--- src/rtl/dma_arb_pkg.sv ---
// Package: shared types and sizes for the bus ownership arbiter.
// Assumes exactly two DMA channels; owner encoding is internal only.
package dma_arb_pkg;
    localparam int NUM_CH = 2;
    localparam int CH_W   = $clog2(NUM_CH);

    typedef enum logic [1:0] {
        OWN_CPU  = 2'd0,
        OWN_CH0  = 2'd1,
        OWN_CH1  = 2'd2,
        OWN_HOLD = 2'd3
    } owner_t;
endpackage

--- src/rtl/dma_chan_pick.sv ---
// Module: chooses which DMA channel wins a decision.
// Fixed mode: a configuration bit names the tie winner. Alternating mode:
// the last granted channel loses a tie. Assumes NUM_CH == 2.
module dma_chan_pick
    import dma_arb_pkg::*;
#(
    parameter int CHANNELS = NUM_CH
) (
    input  logic                clk,
    input  logic                rst_n,
    input  logic [CHANNELS-1:0] req,
    input  logic                alt_mode,
    input  logic                fixed_ch,
    input  logic                take,
    output logic                any_req,
    output logic                pick
);
    logic last_ch;
    logic tie;

    // Combine requests and resolve ties by the selected rule.
    always_comb begin
        any_req = |req;
        tie     = &req;
        if (tie)
            pick = alt_mode ? ~last_ch : fixed_ch;
        else
            pick = req[1];
    end

    // Remember the most recently granted channel; reset favours channel 0 first.
    always_ff @(posedge clk) begin
        if (!rst_n)
            last_ch <= 1'b1;
        else if (take)
            last_ch <= pick;
    end


    alt_swap_chk: assert property (@(posedge clk) disable iff (!rst_n)
        (take && alt_mode && tie) |=> (last_ch != $past(last_ch)));


    fixed_tie_chk: assert property (@(posedge clk) disable iff (!rst_n)
        (take && !alt_mode && tie) |=> (last_ch == $past(fixed_ch)));
endmodule

--- src/rtl/dma_halt_flag.sv ---
// Module: sticky DMA halt flag set by NMI, cleared by software.
// Assumes NMI has priority over a simultaneous clear.
module dma_halt_flag (
    input  logic clk,
    input  logic rst_n,
    input  logic nmi,
    input  logic clear,
    output logic halted
);
    // Set on NMI, clear on software request, otherwise keep.
    always_ff @(posedge clk) begin
        if (!rst_n)
            halted <= 1'b0;
        else if (nmi)
            halted <= 1'b1;
        else if (clear)
            halted <= 1'b0;
    end


    nmi_sets_chk: assert property (@(posedge clk) disable iff (!rst_n)
        nmi |=> halted);
endmodule

--- src/rtl/bus_owner_fsm.sv ---
// Module: holds the current bus owner and applies the ownership rules at
// bus-cycle boundaries. Assumes bus_cycle_end is one cycle wide and that the
// channel choice is supplied combinationally by the picker.
module bus_owner_fsm
    import dma_arb_pkg::*;
(
    input  logic   clk,
    input  logic   rst_n,
    input  logic   cycle_end,
    input  logic   cpu_locked,
    input  logic   cpu_split,
    input  logic   hold_req,
    input  logic   dma_block,
    input  logic   dma_any,
    input  logic   dma_pick,
    output owner_t owner,
    output logic   grant_dma
);
    owner_t nxt_owner;
    logic   first_half;
    logic   mid_pair;
    logic   cpu_pinned;
    logic   decide;

    // Work out whether this boundary is a decision point and who wins it.
    always_comb begin
        mid_pair   = (owner == OWN_CH0 || owner == OWN_CH1) && first_half;
        cpu_pinned = (owner == OWN_CPU) && (cpu_locked || cpu_split);
        decide     = cycle_end && !mid_pair && !cpu_pinned;
        nxt_owner  = owner;
        grant_dma  = 1'b0;
        if (decide) begin
            if (hold_req)
                nxt_owner = OWN_HOLD;
            else if (!dma_block && dma_any) begin
                nxt_owner = dma_pick ? OWN_CH1 : OWN_CH0;
                grant_dma = 1'b1;
            end else
                nxt_owner = OWN_CPU;
        end
    end

    // Register the owner and track the half of a DMA transfer pair.
    always_ff @(posedge clk) begin
        if (!rst_n) begin
            owner      <= OWN_CPU;
            first_half <= 1'b0;
        end else begin
            owner <= nxt_owner;
            if (grant_dma)
                first_half <= 1'b1;
            else if (cycle_end)
                first_half <= 1'b0;
        end
    end


    boundary_only_chk: assert property (@(posedge clk) disable iff (!rst_n)
        !cycle_end |=> (owner == $past(owner)));


    pair_kept_chk: assert property (@(posedge clk) disable iff (!rst_n)
        (cycle_end && mid_pair) |=> (owner == $past(owner)));


    lock_pin_chk: assert property (@(posedge clk) disable iff (!rst_n)
        (cycle_end && owner == OWN_CPU && cpu_locked) |=> (owner == OWN_CPU));


    split_pin_chk: assert property (@(posedge clk) disable iff (!rst_n)
        (cycle_end && owner == OWN_CPU && cpu_split) |=> (owner == OWN_CPU));


    halt_block_chk: assert property (@(posedge clk) disable iff (!rst_n)
        (decide && dma_block) |=> (owner == OWN_CPU || owner == OWN_HOLD));
endmodule

--- src/rtl/dma_bus_arbiter.sv ---
// Module: top of the internal bus arbiter for two DMA channels, the CPU and
// an external hold requester. Assumes the bus interface strobes
// bus_cycle_end at every boundary; grants are decoded from one owner register.
module dma_bus_arbiter
    import dma_arb_pkg::*;
(
    input  logic             clk,
    input  logic             rst_n,
    input  logic             bus_cycle_end,
    input  logic [NUM_CH-1:0] dma_req,
    input  logic             arb_mode,
    input  logic             fixed_winner,
    input  logic             cpu_locked,
    input  logic             cpu_odd_split,
    input  logic             hold_req,
    input  logic             nmi,
    input  logic             halt_clear,
    output logic             cpu_gnt,
    output logic [NUM_CH-1:0] dma_gnt,
    output logic             hold_ack,
    output logic             dma_halted
);
    owner_t owner;
    logic   any_req;
    logic   pick;
    logic   take;
    logic   block;

    // DMA is blocked by the sticky flag and by an NMI arriving right now.
    always_comb block = dma_halted | nmi;

    dma_halt_flag u_halt (
        .clk    (clk),
        .rst_n  (rst_n),
        .nmi    (nmi),
        .clear  (halt_clear),
        .halted (dma_halted)
    );

    dma_chan_pick #(.CHANNELS(NUM_CH)) u_pick (
        .clk      (clk),
        .rst_n    (rst_n),
        .req      (dma_req),
        .alt_mode (arb_mode),
        .fixed_ch (fixed_winner),
        .take     (take),
        .any_req  (any_req),
        .pick     (pick)
    );

    bus_owner_fsm u_fsm (
        .clk        (clk),
        .rst_n      (rst_n),
        .cycle_end  (bus_cycle_end),
        .cpu_locked (cpu_locked),
        .cpu_split  (cpu_odd_split),
        .hold_req   (hold_req),
        .dma_block  (block),
        .dma_any    (any_req),
        .dma_pick   (pick),
        .owner      (owner),
        .grant_dma  (take)
    );

    // Decode the owner register into one grant per requester.
    always_comb begin
        cpu_gnt    = (owner == OWN_CPU);
        dma_gnt[0] = (owner == OWN_CH0);
        dma_gnt[1] = (owner == OWN_CH1);
        hold_ack   = (owner == OWN_HOLD);
    end


    one_owner_chk: assert property (@(posedge clk) disable iff (!rst_n)
        $countones({hold_ack, dma_gnt, cpu_gnt}) == 1);


    hold_wins_chk: assert property (@(posedge clk) disable iff (!rst_n)
        (bus_cycle_end && hold_req && cpu_gnt && !cpu_locked && !cpu_odd_split)
        |=> hold_ack);
endmodule

--- config.mk ---
export PLATFORM = sky130hd
export DESIGN_NAME = dma_bus_arbiter
export DESIGN_NICKNAME = d
export VERILOG_FILES = /design/src/rtl/dma_arb_pkg.sv /design/src/rtl/dma_chan_pick.sv /design/src/rtl/dma_halt_flag.sv /design/src/rtl/bus_owner_fsm.sv /design/src/rtl/dma_bus_arbiter.sv
export SDC_FILE = /design/constraint.sdc
export NUM_CORES = 1
export LEC_CHECK = 0
export ABC_AREA = 1
export BUFFER_PORTS_ARGS = -buffer_cell sky130_fd_sc_hd__buf_2
export CAP_MARGIN = 25
export CORE_AREA = 2 2 39 41
export DETAILED_ROUTE_END_ITERATION = 7
export DIE_AREA = 0 0 41 43
export SLEW_MARGIN = 20
export SYNTH_ARGS = -nofsm -noshare
export SYNTH_HDL_FRONTEND = slang
export SYNTH_SLANG_ARGS = --single-unit
--- constraint.sdc ---
create_clock -name clk -period 1.5 [get_ports clk]
set_input_delay 0.15 -clock clk [delete_from_list [all_inputs] [get_ports clk]]
set_output_delay 0.15 -clock clk [all_outputs]
set_load 0.02 [all_outputs]
Yosys cells after proc, flatten, opt, wreduce, memory -nomap -nowiden
Cells that the tools add are included. W data, S select, Z words.

Equal/unequal tests: 3. Muxes and demuxes: 12. Bitwise gates (word level): 2. Reduce and logical (&&, ||, !) cells: 15.

Operator list (number): $mux W1 (9); $mux W2 (3); $logic_and A1 B1 Y1 (5); $eq A2 B2 Y1 const B (2); $reduce_bool A2 Y1 (2); $logic_not A1 Y1 (3); $eq A2 B1 Y1 const B (1); $logic_not A2 Y1 (1); $logic_or A1 B1 Y1 (2); $reduce_and A2 Y1 (1); $reduce_or A2 Y1 (1); $not A1 Y1 (1); $or A1 B1 Y1 (1).

Bits in registers: 5. Output and inout bits: 5. Input bits: 12. Logic and storage cells: 36.

Depth between registers and ports, before layout
Gate-level depths: netlist of the first run.

Depth in word-level cells: 8. Depth in mapped cells: 8. Gate-level depth less buffers: 8.

Hierarchy
Synthesis of the first run repeated with hierarchy kept, for this count alone.

Cells, all modules: 57. Area total of the unflattened synthesis: 345.3 µm².

By module, submodules not included: bus_owner_fsm (area each 187.7 µm², seq. area each 60.1 µm², times used 1, cells each 30); dma_chan_pick (area each 76.3 µm², seq. area each 20.0 µm², times used 1, cells each 11); dma_halt_flag (area each 43.8 µm², seq. area each 20.0 µm², times used 1, cells each 6); dma_bus_arbiter (area each 37.5 µm², seq. area each 0.0 µm², times used 1, cells each 10).

Worst setup path after synthesis of the first run
No wires, ideal clock.

Path type: register to register. Start point: reg u_fsm.owner[0]. End point: reg u_fsm.owner[0]. Data required time: 1.381 ns. Clock period less this slack: 1.226 ns. Path slack: 0.274 ns. Stages on the path, launching flop included: 7. Arrival time: 1.108 ns. Setup time: 0.119 ns. Path buffers: 0. Cell sequence: dfxtp_1 -> inv_1 -> ha_1 -> a21oi_2 -> nand2_2 -> nor2_1 -> a21oi_1.

Longest elaborated chain between the ends: 6. Elaborated cells between the ends (all ways): 10. Classes of those cells: eq/ne: 2; reduce/logical: 8.

RTL lines: start, declared (line bus_owner_fsm.sv:16) `output owner_t owner,`; start signal, assigned (line bus_owner_fsm.sv:49) `owner <= nxt_owner;`; $eq A2 B1 Y1 / $eq A2 B2 Y1 (equally long branches) (line bus_owner_fsm.sv:27) `mid_pair = (owner == OWN_CH0 || owner == OWN_CH1) && first_half;`; $logic_or A1 B1 Y1 (line bus_owner_fsm.sv:27); $logic_and A1 B1 Y1 (line bus_owner_fsm.sv:27); $logic_not A1 Y1 (line bus_owner_fsm.sv:29) `decide = cycle_end && !mid_pair && !cpu_pinned;`; $logic_and A1 B1 Y1 (line bus_owner_fsm.sv:29); $logic_and A1 B1 Y1 (*) (line bus_owner_fsm.sv:29).

Mark *: on every way between the ends. The rest lies on a longest branch, timed or not. A chain may end at the register's enable or synchronous reset.

Worst setup path in the final report of the first run
Ends and elaborated chain as after synthesis.

==> key figures, run 1 <==
Run status
  – Outcome: completed

Detailed routing
  – Post-route ant nets: 0
  – Drt drc: 0
  – Routed WL: 726 um
  – Wire per inst: 7.563 um
  – Via count: 396
  – DRT Pass-1 Iters: 4
  – Vias per cell: 4.125
  – Initial DRC Count: 8

Timing
  – Final period util: 0.8740
  – Final min period: 1.311 ns
  – Worst Hold Margin: 0.09770 ns
  – Unrepaired setup endpoints after global routing: no
  – Fin Setup TNS: 0 ns
  – Achievable frequency: 762.8 MHz
  – Skew final: 0.003884 ns
  – Final Hold Vio Count: 0
  – Setup violations, final: 0
  – Rel. slew slack: 0.8670
  – Actual slew at the worst max-slew pin: 0.1984 ns
  – Slew Viols, Final: 0
  – Setup ws final: 0.1890 ns

Worst setup path
  – Crit path DAT: 1.44 ns
  – Reg2Reg Depth: 6
  – Worst Setup End Kind: register
  – Peak fanout along the critical path: 4
  – Reg2reg start: u_fsm.owner[0]
  – FF-to-FF setup slack: 0.19 ns
  – R2R Path End: u_fsm.owner[0]
  – CP Class: reg -> reg
  – Worst Path Required: 1.63 ns
  – CP startpoint kind: register

Synth
  – Synth top area share: 0.2589
  – Register area share after synthesis: 0.2589
  – Synth area leaders: dfxtp_1 26%, nand2_1 17%, inv_1 14%
  – YS warnings: 0
  – Synth Instances: 60
  – Leading area contributor after synthesis: dfxtp_1
  – Mapped Nets: 76
  – Netlist cell types: 13
  – Yosys reg bits: 5
  – Cell area after synthesis: 386.6 um2
  – Avg Cell Area, Syn: 6.444 um2

Layout
  – Ant diodes: 0
  – Post-route insts no fill: 96
  – Layout area overhead: 32.69%
  – Share of post-route cells with drive strength above 1: 0.3250
  – Nets: 97

Clocking
  – Clock transition at the registers of the reported paths: 0.04 ns
  – Resize count post-CTS: 0
  – Hold_buf cts: 0
  – Root Driver: clkbuf_4
  – Clock Sink Count: 5
  – H-tree depth: 1
  – CTS Buf Count: 3
  – Clock buffer depth: 2
  – Post-CTS setup buffer count: 0
  – Clk_lat worst skew: 0.24 ns
  – CTS tree: done

Placed design
  – Hpwl dp: 617.3 um
  – Placement Setup Slack: 0.1782 ns
  – Final GP Congestion: 0.7216
  – PortBufs: 16
  – DP Cell Count: 92

Power
  – VDD IR max: 0.3670 mV
  – Power share of the combinational group: 0.292
  – Sequential share of power: 0.350
  – Clk pwr share: 0.359
  – P_int: 0.2926 mW
  – Sw frac: 0.3193
  – Power Dens Cells: 838.1 nW/um2
  – Leakage dissipation: 0.3212 nW
  – Switching power: 0.1373 mW

GRT
  – Initial antenna violation count: 0
  – Number of global-route vias before repair: 312
  – Gr ovfl total: 0
  – Largest net degree at the start of global routing: 5
  – First-pass GRT wire length: 1186 um
  – GRT Util Overall: 0.1025

Die
  – Core Rows: 14
  – Die Width: 41 um
  – Die Ht: 43 um
  – Core Box Area: 1384 um2
  – Starting Density: 0.2794
  – Die area: 1763 um2
  – I/O pin count: 17

Min path
  – HP Class: in -> reg
  – Hold Crit Depth: 2
  – Hold path start: halt_clear
  – Hold Crit Endpoint: u_halt.halted

Job
  – Max-capacitance violation count: 0
==> worst max-delay path, cell delays in order (launching register included) <==
cell	delay [ns]
dfxtp_1	0.35
inv_1	0.09
ha_1	0.32
a21oi_2	0.15
nand2_2	0.09
nor2_1	0.12
a21oi_1	0.08
==> state kept, by name, indices dropped and copies added, names as in the netlist <==
| register | flops |
|---|---|
| u_pick.last_ch | 1 |
| u_halt.halted | 1 |
| u_fsm.owner | 2 |
| u_fsm.first_half | 1 |
==> synthesized netlist by cell type, drive strengths merged <==
cell	n
o21ai	1
nor2	6
dfxtp	5
inv	14
ha	4
nand2	20
nand3	5
a21oi	4
a211oi	1
==> metrics by stage <==
stage / power [mW] / util / instance area, um2
floorplan: 0.2406 / - / 386.6
global placement: 0.2770 / 0.3517 / 486.7
detailed placement: 0.2790 / 0.3517 / 486.7
CTS: 0.4375 / 0.3707 / 513.0
global route: 0.4746 / 0.3707 / 513.0
finish: 0.4299 / 0.3707 / 513.0
==> worst max path at each step <==
| stage | startpoint | endpoint | slack [ns] | cells past startpoint |
|---|---|---|---|---|
| final | u_fsm.owner[0] | u_fsm.owner[0] | 0.19 | 6 |
| after floorplan | u_fsm.owner[0] | u_fsm.owner[0] | 0.27 | 6 |
| after global routing | u_fsm.owner[0] | u_fsm.owner[1] | 0.1 | 7 |
| after detailed placement | u_fsm.owner[0] | u_fsm.owner[0] | 0.18 | 6 |
| after CTS | u_fsm.owner[0] | u_fsm.owner[0] | 0.17 | 6 |
| after global placement | u_fsm.owner[0] | u_pick.last_ch | 0.21 | 8 |
==> cell type report <==
type                            instances  area (um2)
Sequential cell                         5       100.1
Tap cell                               16       20.02
Inverter                               14       52.55
Timing Repair Buffer                   16       80.08
Clock buffer                            4       26.28
Fill cell                             164       870.8
Multi-Input combinational cell         41       234.0
==> logic make-up (layout without fill, tap and decap cells) <==
logic type	Yosys count	after routing	synth area share
simple gates	31	31	0.3624
buf+inv	14	34	0.1359
compound gates	6	6	0.1133
flops	5	5	0.2589
fa+ha+maj	4	4	0.1295
==> cells in the final DEF (no fill, tap or decap) <==
cell type / instances
a211oi_1: 1
a21oi_1: 2
a21oi_2: 2
buf_2: 16
clkbuf_1: 1
clkbuf_4: 3
dfxtp_1: 5
ha_1: 4
inv_1: 14
nand2_1: 18
nand2_2: 2
nand3_1: 4
nand3_2: 1
nor2_1: 5
nor2_4: 1
o21ai_2: 1
==> power groups by stage <==
stage | logic [mW] | clock network [mW] | registers, mW
2_1_floorplan | 0.0868 | 0 | 0.154
3_3_place_gp | 0.125 | 0 | 0.152
3_5_place_dp | 0.126 | 0 | 0.153
4_1_cts | 0.127 | 0.160 | 0.150
5_1_grt | 0.146 | 0.178 | 0.151
6_report | 0.125 | 0.154 | 0.150
==> layer usage <==
layer | global-route usage | vias up | wire (um) | share of wire
met1 | 0.1226 | 153 | 339 | 0.47
met2 | 0.1344 | 20 | 295 | 0.41
li1 | - | 219 | - | -
met3 | 0.03141 | 4 | 63 | 0.087
met5 | 0 | - | 0 | 0
met4 | 0.1000 | 0 | 27 | 0.037
Power figures use the tool's default switching activity.
==> inputs of run 2 (changes only) <==
Settings changed: ABC_AREA 1 to unset.
==> key figures, run 2 <==
Synth
  – Cell with the most instances after synthesis: dfxtp_1 (was nand2_1)
  – Ys flop type: dfxtp_1 (unchanged)
  – Register area share after synthesis: 0.3239 (was 0.2589)
  – Synth async-reset ratio: 0 (unchanged)
  – Synth area leaders: dfxtp_1 32%, ha_1 16%, nand2b_1 6.1% (was dfxtp_1 26%, nand2_1 17%, inv_1 14%)
  – Leading area contributor after synthesis: dfxtp_1 (unchanged)
  – Synth top area share: 0.3239 (was 0.2589)
  – YS warnings: 0 (unchanged)
  – Netlist cell types: 19 (was 13)
  – Yosys reg bits: 5 (unchanged)
  – Post-synth EDFFs: 0 (unchanged)
  – Cell area after synthesis: 309.0 um2 (was 386.6 um2)
  – Avg Cell Area, Syn: 8.353 um2 (was 6.444 um2)
  – Post-synth top cells: 5 x dfxtp_1, 4 x ha_1, 4 x inv_1 (was 18 x nand2_1, 14 x inv_1, 5 x dfxtp_1, 5 x nor2_1)
  – Synth Instances: 37 (was 60)
  – Mapped Nets: 53 (was 76)

Worst setup path
  – Reg2reg start: u_fsm.owner[0] (unchanged)
  – Setup crit start: u_fsm.owner[0] (unchanged)
  – CP startpoint kind: register (unchanged)
  – Crit path cell chain: inv_1 > ha_1 > nand2_1 > and3_1 > o21ai_0 > a21oi_1 (was inv_1 > ha_1 > a21oi_2 > nand2_2 > nor2_1 > a21oi_1)
  – Worst Setup EP: u_fsm.owner[0] (unchanged)
  – Crit-path slowest cell: dfxtp_1 (unchanged)
  – Worst Path Required: 1.63 ns (about the same)
  – CP Class: reg -> reg (unchanged)
  – Crit path DAT: 1.46 ns (was 1.44 ns)
  – R2R Path End: u_fsm.owner[0] (unchanged)
  – FF-to-FF setup slack: 0.17 ns (was 0.19 ns)
  – Reg2Reg Depth: 6 (unchanged)
  – Worst Setup End Kind: register (unchanged)
  – Peak fanout along the critical path: 4 (unchanged)
  – CP peak stage delay: 0.38 ns (was 0.35 ns)

Placed design
  – Hpwl dp: 499.7 um (was 617.3 um)
  – Final GP Congestion: 0.8241 (was 0.7216)
  – PortBufs: 16 (unchanged)
  – Placed Area: 409.1 um2 (was 486.7 um2)
  – Placement Setup Slack: 0.1789 ns (was 0.1782 ns)

Layout
  – Finished Core Util: 0.3146 (was 0.3707)
  – Max FFs per register: 2 (unchanged)
  – Share of post-route cells with drive strength above 1: 0.3684 (was 0.3250)
  – Nets: 74 (was 97)
  – Layout area overhead: 40.89% (was 32.69%)
  – Top reg by flops: u_fsm.owner (unchanged)
  – Commonest cells after routing, fill and taps aside: 16 x buf_2, 5 x dfxtp_1, 4 x inv_1, 4 x ha_1 (was 18 x nand2_1, 16 x buf_2, 14 x inv_1)
  – Design Area, Final: 435.4 um2 (was 513.0 um2)
  – Ant diodes: 0 (unchanged)
  – Fillers: 157 (was 164)
  – Most common cell after layout, fill and taps aside: buf_2 (was nand2_1)

Power
  – Switching power: 0.1181 mW (was 0.1373 mW)
  – Leakage dissipation: 0.2063 nW (was 0.3212 nW)
  – Power Dens Cells: 923.4 nW/um2 (was 838.1 nW/um2)
  – Sequential share of power: 0.376 (was 0.350)
  – Clk pwr share: 0.388 (was 0.359)
  – P_int: 0.2840 mW (was 0.2926 mW)
  – Power share of the combinational group: 0.236 (was 0.292)
  – Sw frac: 0.2936 (was 0.3193)
  – VDD IR max: 0.3775 mV (was 0.3670 mV)

GRT
  – Grt met2 use: 0.08125 (was 0.1344)
  – Met3 usage: 0.03141 (unchanged)
  – First-pass GRT wire length: 945 um (was 1186 um)
  – Gr ovfl total: 0 (unchanged)
  – GRT Util Overall: 0.08149 (was 0.1025)
  – Grt peak-use layer: met1 (was met2)
  – Initial antenna violation count: 0 (unchanged)
  – GR Util met1: 0.1294 (was 0.1226)
  – Largest net degree at the start of global routing: 6 (was 5)
  – Number of global-route vias before repair: 240 (was 312)

Detailed routing
  – Routed WL: 618 um (was 726 um)
  – Vias per cell: 4.274 (was 4.125)
  – Wire per inst: 8.466 um (was 7.563 um)
  – DRT Pass-1 Iters: 2 (was 4)
  – Post-route ant nets: 0 (unchanged)
  – Drt drc: 0 (unchanged)
  – Via count: 312 (was 396)
  – Initial DRC Count: 12 (was 8)

Clocking
  – H-tree depth: 1 (unchanged)
  – Clock buffer depth: 2 (unchanged)
  – Hold_buf cts: 0 (unchanged)
  – Clock Sink Count: 5 (unchanged)
  – Resize count post-CTS: 0 (unchanged)
  – Clk_lat worst skew: 0.24 ns (about the same)
  – Root Driver: clkbuf_4 (unchanged)
  – CTS Buf Count: 3 (unchanged)
  – Clock transition at the registers of the reported paths: 0.05 ns (was 0.04 ns)
  – CTS tree: done (unchanged)
  – Post-CTS setup buffer count: 0 (unchanged)

Die
  – I/O pin count: 17 (unchanged)
  – Starting Density: 0.2233 (was 0.2794)
  – Die area: 1763 um2 (unchanged)
  – Core Box Area: 1384 um2 (unchanged)
  – Core Rows: 14 (unchanged)
  – Die Width: 41 um (unchanged)
  – Die Ht: 43 um (unchanged)

Timing
  – Achievable frequency: 749.7 MHz (was 762.8 MHz)
  – Final Hold Vio Count: 0 (unchanged)
  – Actual slew at the worst max-slew pin: 0.2943 ns (was 0.1984 ns)
  – Rel. slew slack: 0.8023 (was 0.8670)
  – Unrepaired setup endpoints after global routing: no (unchanged)
  – Final period util: 0.8892 (was 0.8740)
  – Setup ws final: 0.1662 ns (was 0.1890 ns)
  – Setup violations, final: 0 (unchanged)
  – Slew Viols, Final: 0 (unchanged)
  – Skew final: 0.003984 ns (was 0.003884 ns)
  – Final min period: 1.334 ns (was 1.311 ns)
  – Fin Setup TNS: 0 ns (unchanged)

Run status
  – Outcome: completed (unchanged)

Job
  – Max-capacitance violation count: 0 (unchanged)

Min path
  – HP Class: in -> reg (unchanged)
[run 2: changes by cell type after synthesis, sizes merged, moves of 2 or more]
cell / previous run / this run
nor2: 6 / 2
nand3: 5 / 2
a21oi: 4 / 2
o21ai: 1 / 4
inv: 14 / 4
nand2: 20 / 2
nand2b: 0 / 3
[run 2: power by group through the flow]
| stage | Sequential (mW) | Clock (mW) | Combinational [mW] |
|---|---|---|---|
| detailed placement | 0.154 | 0 | 0.0951 |
| global route | 0.152 | 0.174 | 0.109 |
| finish | 0.151 | 0.156 | 0.0950 |
| floorplan | 0.153 | 0 | 0.0623 |
| global placement | 0.153 | 0 | 0.0948 |
| CTS | 0.151 | 0.161 | 0.0958 |
[run 2: cells by family (layout without fill, tap and decap cells)]
family,after synthesis,in the layout,synth area share
simple gates,15,15,0.2835
compound gates,9,9,0.1822
flops,5,5,0.3239
fa+ha+maj,4,4,0.1619
buf+inv,4,24,0.04857
[run 2: worst min-delay path by stage]
stage / from / endpoint / slack (ns) / cells past startpoint
2_1_floorplan: rst_n / u_pick.last_ch / 0.22 / 1
3_3_place_gp: rst_n / u_pick.last_ch / 0.37 / 2
3_5_place_dp: rst_n / u_pick.last_ch / 0.37 / 2
4_1_cts: rst_n / u_pick.last_ch / 0.13 / 2
5_1_grt: rst_n / u_pick.last_ch / 0.14 / 2
6_report: rst_n / u_pick.last_ch / 0.13 / 2
[run 2: cell type report]
class | count | area (um2) | share of cell area
clock buffers | 4 | 26.28 | 0.06034
inverters | 4 | 15.01 | 0.03448
multi-input cells | 28 | 193.9 | 0.4454
flip-flops and latches | 5 | 100.1 | 0.2299
well taps | 16 | 20.02 | 0.04598
repair buffers | 16 | 80.08 | 0.1839
[run 2: per-stage QoR]
step | std cells | power, mW | hold slack (ns)
after CTS | 73 | 0.4087 | 0.1283
after floorplan | 37 | 0.2157 | 0.2218
after detailed placement | 69 | 0.2488 | 0.3712
final | 73 | 0.4021 | 0.1325
after global routing | 73 | 0.4344 | 0.1383
after global placement | 69 | 0.2477 | 0.3746
[run 2: metal layers]
layer	part of all wire	up-vias
li1	-	168
met1	0.52	123
met2	0.32	19
met3	0.13	2
met4	0.024	0
met5	0	-
[run 2: critical path: cells and delay by family, from the launching register on]
family / cells / cell delay, ns
DFF: 1 / 0.38
adders and majority gates: 1 / 0.28
and+or+nand+nor: 2 / 0.26
AOI/OAI and AO/OA: 2 / 0.23
buffers and inverters: 1 / 0.08
